==> config.mk <==
export PLATFORM = sky130hd
export DESIGN_NAME = mulbw_array
export DESIGN_NICKNAME = d
export VERILOG_FILES = /design/src/rtl/mulbw_pkg.sv /design/src/rtl/mulbw_ha.sv /design/src/rtl/mulbw_fa.sv /design/src/rtl/mulbw_rowgen.sv /design/src/rtl/mulbw_ripple.sv /design/src/rtl/mulbw_array.sv
export SDC_FILE = /design/constraint.sdc
export NUM_CORES = 1
export LEC_CHECK = 0
export BUFFER_PORTS_ARGS = -buffer_cell sky130_fd_sc_hd__buf_2
export CAP_MARGIN = 15
export CORE_ASPECT_RATIO = 1.4
export CORE_MARGIN = 2
export CORE_UTILIZATION = 64
export DETAILED_ROUTE_END_ITERATION = 10
export PLACE_DENSITY_LB_ADDON = 0.3
export SYNTH_ARGS = -nofsm -noshare
export SYNTH_HDL_FRONTEND = slang
export SYNTH_SLANG_ARGS = --single-unit
==> constraint.sdc <==
create_clock -name vclk -period 32.3
set_clock_uncertainty 0.05 [all_clocks]
set_input_delay 4.845 -clock vclk [all_inputs]
set_output_delay 4.845 -clock vclk [all_outputs]
set_load 0.005 [all_outputs]
==> src/rtl/mulbw_pkg.sv <==
package mulbw_pkg;

    // Default operand width of the multiplier.
    parameter int unsigned MULBW_DEF_W = 8;

    // Complement rule for one matrix bit: the top bit of every ordinary row
    // is flipped, and every bit of the last row except its top bit is flipped.
    function automatic logic pp_flip(input int unsigned row, input int unsigned col,
                                     input int unsigned width);
        logic last_row;
        logic top_col;
        last_row = (row == width - 1);
        top_col  = (col == width - 1);
        return last_row ^ top_col;
    endfunction

endpackage

==> src/rtl/mulbw_ha.sv <==
module mulbw_ha (
    input  logic x_in,
    input  logic y_in,
    output logic s_out,
    output logic c_out
);
    assign s_out = x_in ^ y_in;
    assign c_out = x_in & y_in;
endmodule

==> src/rtl/mulbw_fa.sv <==
module mulbw_fa (
    input  logic x_in,
    input  logic y_in,
    input  logic c_in,
    output logic s_out,
    output logic c_out
);
    assign s_out = x_in ^ y_in ^ c_in;
    assign c_out = (x_in & y_in) | (c_in & (x_in ^ y_in));
endmodule

==> src/rtl/mulbw_rowgen.sv <==
module mulbw_rowgen
    import mulbw_pkg::*;
#(
    parameter int unsigned WIDTH = MULBW_DEF_W
) (
    input  logic [WIDTH-1:0]                 op_a,
    input  logic [WIDTH-1:0]                 op_b,
    output logic [WIDTH-1:0][2*WIDTH-1:0]    rows_out
);
    localparam int unsigned PW = 2 * WIDTH;

    always_comb begin
        rows_out = '0;
        for (int r = 0; r < WIDTH; r++) begin
            for (int k = 0; k < WIDTH; k++) begin
                rows_out[r][r+k] = (op_a[r] & op_b[k])
                                   ^ pp_flip(r, k, WIDTH);
            end
        end
        // Two fixed ones: one just above row 0's top bit, one in the top column.
        rows_out[0][WIDTH] = 1'b1;
        rows_out[0][PW-1]  = 1'b1;
    end
endmodule

==> src/rtl/mulbw_ripple.sv <==
module mulbw_ripple #(
    parameter int unsigned N = 16
) (
    input  logic [N-1:0] x_in,
    input  logic [N-1:0] y_in,
    output logic [N-1:0] sum_out
);
    // carry[k] is the carry produced by bit position k
    logic [N-2:0] carry;

    genvar k;
    generate
        for (k = 0; k < N; k++) begin : g_bit
            if (k == 0) begin : g_half
                mulbw_ha u_ha (
                    .x_in  (x_in[0]),
                    .y_in  (y_in[0]),
                    .s_out (sum_out[0]),
                    .c_out (carry[0])
                );
            end else if (k < N - 1) begin : g_full
                mulbw_fa u_fa (
                    .x_in  (x_in[k]),
                    .y_in  (y_in[k]),
                    .c_in  (carry[k-1]),
                    .s_out (sum_out[k]),
                    .c_out (carry[k])
                );
            end else begin : g_top
                // Top column: sum only; the carry out is dropped.
                assign sum_out[k] = x_in[k] ^ y_in[k] ^ carry[k-1];
            end
        end
    endgenerate
endmodule

==> src/rtl/mulbw_array.sv <==
module mulbw_array
    import mulbw_pkg::*;
#(
    parameter int unsigned WIDTH = MULBW_DEF_W
) (
    input  logic [WIDTH-1:0]   op_a,
    input  logic [WIDTH-1:0]   op_b,
    output logic [2*WIDTH-1:0] product
);
    localparam int unsigned PW = 2 * WIDTH;

    logic [WIDTH-1:0][PW-1:0] rows;
    logic [PW-1:0]            acc [WIDTH];

    mulbw_rowgen #(.WIDTH(WIDTH)) u_rowgen (
        .op_a     (op_a),
        .op_b     (op_b),
        .rows_out (rows)
    );

    assign acc[0] = rows[0];

    genvar i;
    generate
        for (i = 1; i < WIDTH; i++) begin : g_stage
            mulbw_ripple #(.N(PW)) u_add (
                .x_in    (acc[i-1]),
                .y_in    (rows[i]),
                .sum_out (acc[i])
            );
        end
    endgenerate

    assign product = acc[WIDTH-1];

    // Checks of the adder array's result against the operand ports.
    always_comb begin
        // a zero operand forces a zero product
        if (op_a == '0 || op_b == '0)
            a_r3_zero_operand: assert (product == '0)
                else $error("R3 zero operand gave nonzero product");
        // sign of a nonzero product
        if (op_a != '0 && op_b != '0)
            a_r6_sign: assert (product[PW-1] == (op_a[WIDTH-1] ^ op_b[WIDTH-1]))
                else $error("R6 product sign wrong");
        // most negative value squared
        if (op_a == {1'b1, {(WIDTH-1){1'b0}}} && op_b == {1'b1, {(WIDTH-1){1'b0}}})
            a_r4_min_square: assert (product == {2'b01, {(PW-2){1'b0}}})
                else $error("R4 min squared wrong");
        // multiply by +1 returns sign-extended operand
        if (op_b == {{(WIDTH-1){1'b0}}, 1'b1})
            a_r7_unit: assert (product == {{WIDTH{op_a[WIDTH-1]}}, op_a})
                else $error("R7 unit multiply wrong");
    end
endmodule

==> flow_metrics.env <==
export IMPL_post_route_util=0.694
export IMPL_routedWlPerCell_um=9.38
export IMPL_die_w_um=47.4
export IMPL_num_clock_buffers=0
export IMPL_initial_core_util=0.658
export IMPL_avgViaCountPerCell=4.69
export IMPL_drv_cap=0
export IMPL_powerDensity_mw_per_mm2=103
export IMPL_gr_max_usage_layer="met2"
export IMPL_finalCriticalPeriod_ns=18.53
export IMPL_startpoint_type="input port"
export IMPL_setup_viol=0
export IMPL_ctsResizeCount=0
export IMPL_syn_instance_count=181
export IMPL_drc=0
export IMPL_rsz0062_at_grt="false"
export IMPL_die_y_um=64.7
export IMPL_slew_viol_final=0
export IMPL_firstDrtPassIters=4
export IMPL_grt_antenna_before_repair=0
export IMPL_ir_worst_vdd_uv=92.4
export IMPL_final_seq_area_um2=0
export IMPL_synth_area_leader_cell="fa_1"
export IMPL_drt_wl_total_mm=2.19
export IMPL_p_leak_nw=0.950
export IMPL_fin_crit_sh=0.574
export IMPL_instances_no_fill=234
export IMPL_grt_overflow=0
export IMPL_hold_violations=0
export IMPL_synth_area_leaders="fa_1 57%, and2_1 14%, inv_1 10%"
export IMPL_drive_above_1_share=0.162
export IMPL_grt_max_degree=9
export IMPL_fin_tns_setup_ns=0
export IMPL_io_buffers=32
export IMPL_cp_top_family="adder cells"
export IMPL_yosysWarnings=0
export IMPL_synth_common_cells="48 x fa_1, 46 x inv_1, 39 x and2_1"
export IMPL_rows=22
export IMPL_grt_pass1_vias=1165
export IMPL_grt_use_met2=0.383
export IMPL_synth_fp_nets=253
export IMPL_n_fill_cell=234
export IMPL_synthDistinctLibCells=6
export IMPL_antenna_cells=0
export IMPL_cpPeakStageDelay_ns=0.54
export IMPL_outcome="complete, no violations"
export IMPL_grt_met3_usage=0
export IMPL_crit_top_cell="fa_1"
export IMPL_hold_buffers=0
export IMPL_slew_limit_headroom=0.903
export IMPL_netlist_area_mm2=0.00168
export IMPL_dpl_cell_count=234
export IMPL_path_max_fanout=8
export IMPL_num_vias=1097
export IMPL_synth_most_common_cell="fa_1"
export IMPL_drtIter0Drc=9
export IMPL_place_congestion=0.736
export IMPL_dp_final_hpwl_mm=2.22
export IMPL_synth_top_area_share=0.571
export IMPL_n_sequential_cell=0
export IMPL_met1_usage=0.174
export IMPL_ys_seq_area_frac=0
export IMPL_worst_pin_slew_ns=0.146
export IMPL_grt_pass1_wl_mm=4.17
export IMPL_syn_avg_cell_area_um2=9.30
export IMPL_crit_buf_inv=8
export IMPL_ios=32
export IMPL_finalPower_uw=183
export IMPL_ant_nets=0
export IMPL_hold_path_class="in2out"
export IMPL_endpoint_kind="output pin"
export IMPL_crit_required_ns=27.40
export IMPL_cts_setup_buffers=0
export IMPL_nets=272
export IMPL_cp_arrival_ns=13.63
export IMPL_syn_to_final_growth_pct=5.50
export IMPL_coreArea_mm2=0.00256
export IMPL_fmax_mhz=54.0
export IMPL_worstSetupPathType="in2out"
export IMPL_cp_slowest_cell="fa_1"
export IMPL_die_area_mm2=0.00306
export IMPL_grt_usage=0.178
cell usage in the layout, fill, tap and decap left out:
cell / Yosys / final
and2_1: 39 / 39
buf_2: 0 / 32
fa_1: 48 / 48
ha_1: 8 / 8
inv_1: 46 / 46
nand2_1: 25 / 25
cell type report:
class	count	area, um2	share of cell area
Multi-Input combinational cell	120	1400	0.787
Tap cell	36	45.0	0.0254
Inverter	46	173	0.0972
Timing Repair Buffer	32	160	0.0901
cell families after synthesis:
family,count (synthesis),share of synthesized area
buffers and inverters,61,0.169
AND/OR/NAND/NOR,64,0.201
adder cells (fa/ha/maj),56,0.630
metrics by stage:
stage / worst slack, ns / hold WS (ns) / cell area, um2
floorplan: 14.15 / 9.83 / 1680
detailed placement: 13.71 / 10.01 / 1780
finish: 13.77 / 10.01 / 1780
global placement: 13.89 / 10.01 / 1780
CTS: 13.71 / 10.01 / 1780
global route: 13.38 / 10.06 / 1780
power breakdown:
group / switching (mW) / leakage [nW] / internal [mW] / total [mW]
clock: 0 / 0 / 0 / 0
sequential: 0 / 0 / 0 / 0
combinational: 0.0928 / 0.950 / 0.0900 / 0.183
total: 0.0928 / 0.950 / 0.0900 / 0.183
routing by layer:
layer | vias to the layer above | wire (um)
li1 | 525 | -
met1 | 557 | 712
met2 | 15 | 1430
met3 | 0 | 48
met4 | 0 | 0
met5 | - | 0
worst paths after layout:
check,start,endpoint,slack [ns],cells past startpoint
worst max-delay path,op_b[1],product[14],13.77,29
worst min-delay path,op_a[0],product[0],10.01,3
worst min-delay path: stages:
cell	delay (ns)
buf_2	0.14
and2_1	0.13
buf_2	0.10
No activity file was read; power rests on OpenSTA's default activity.
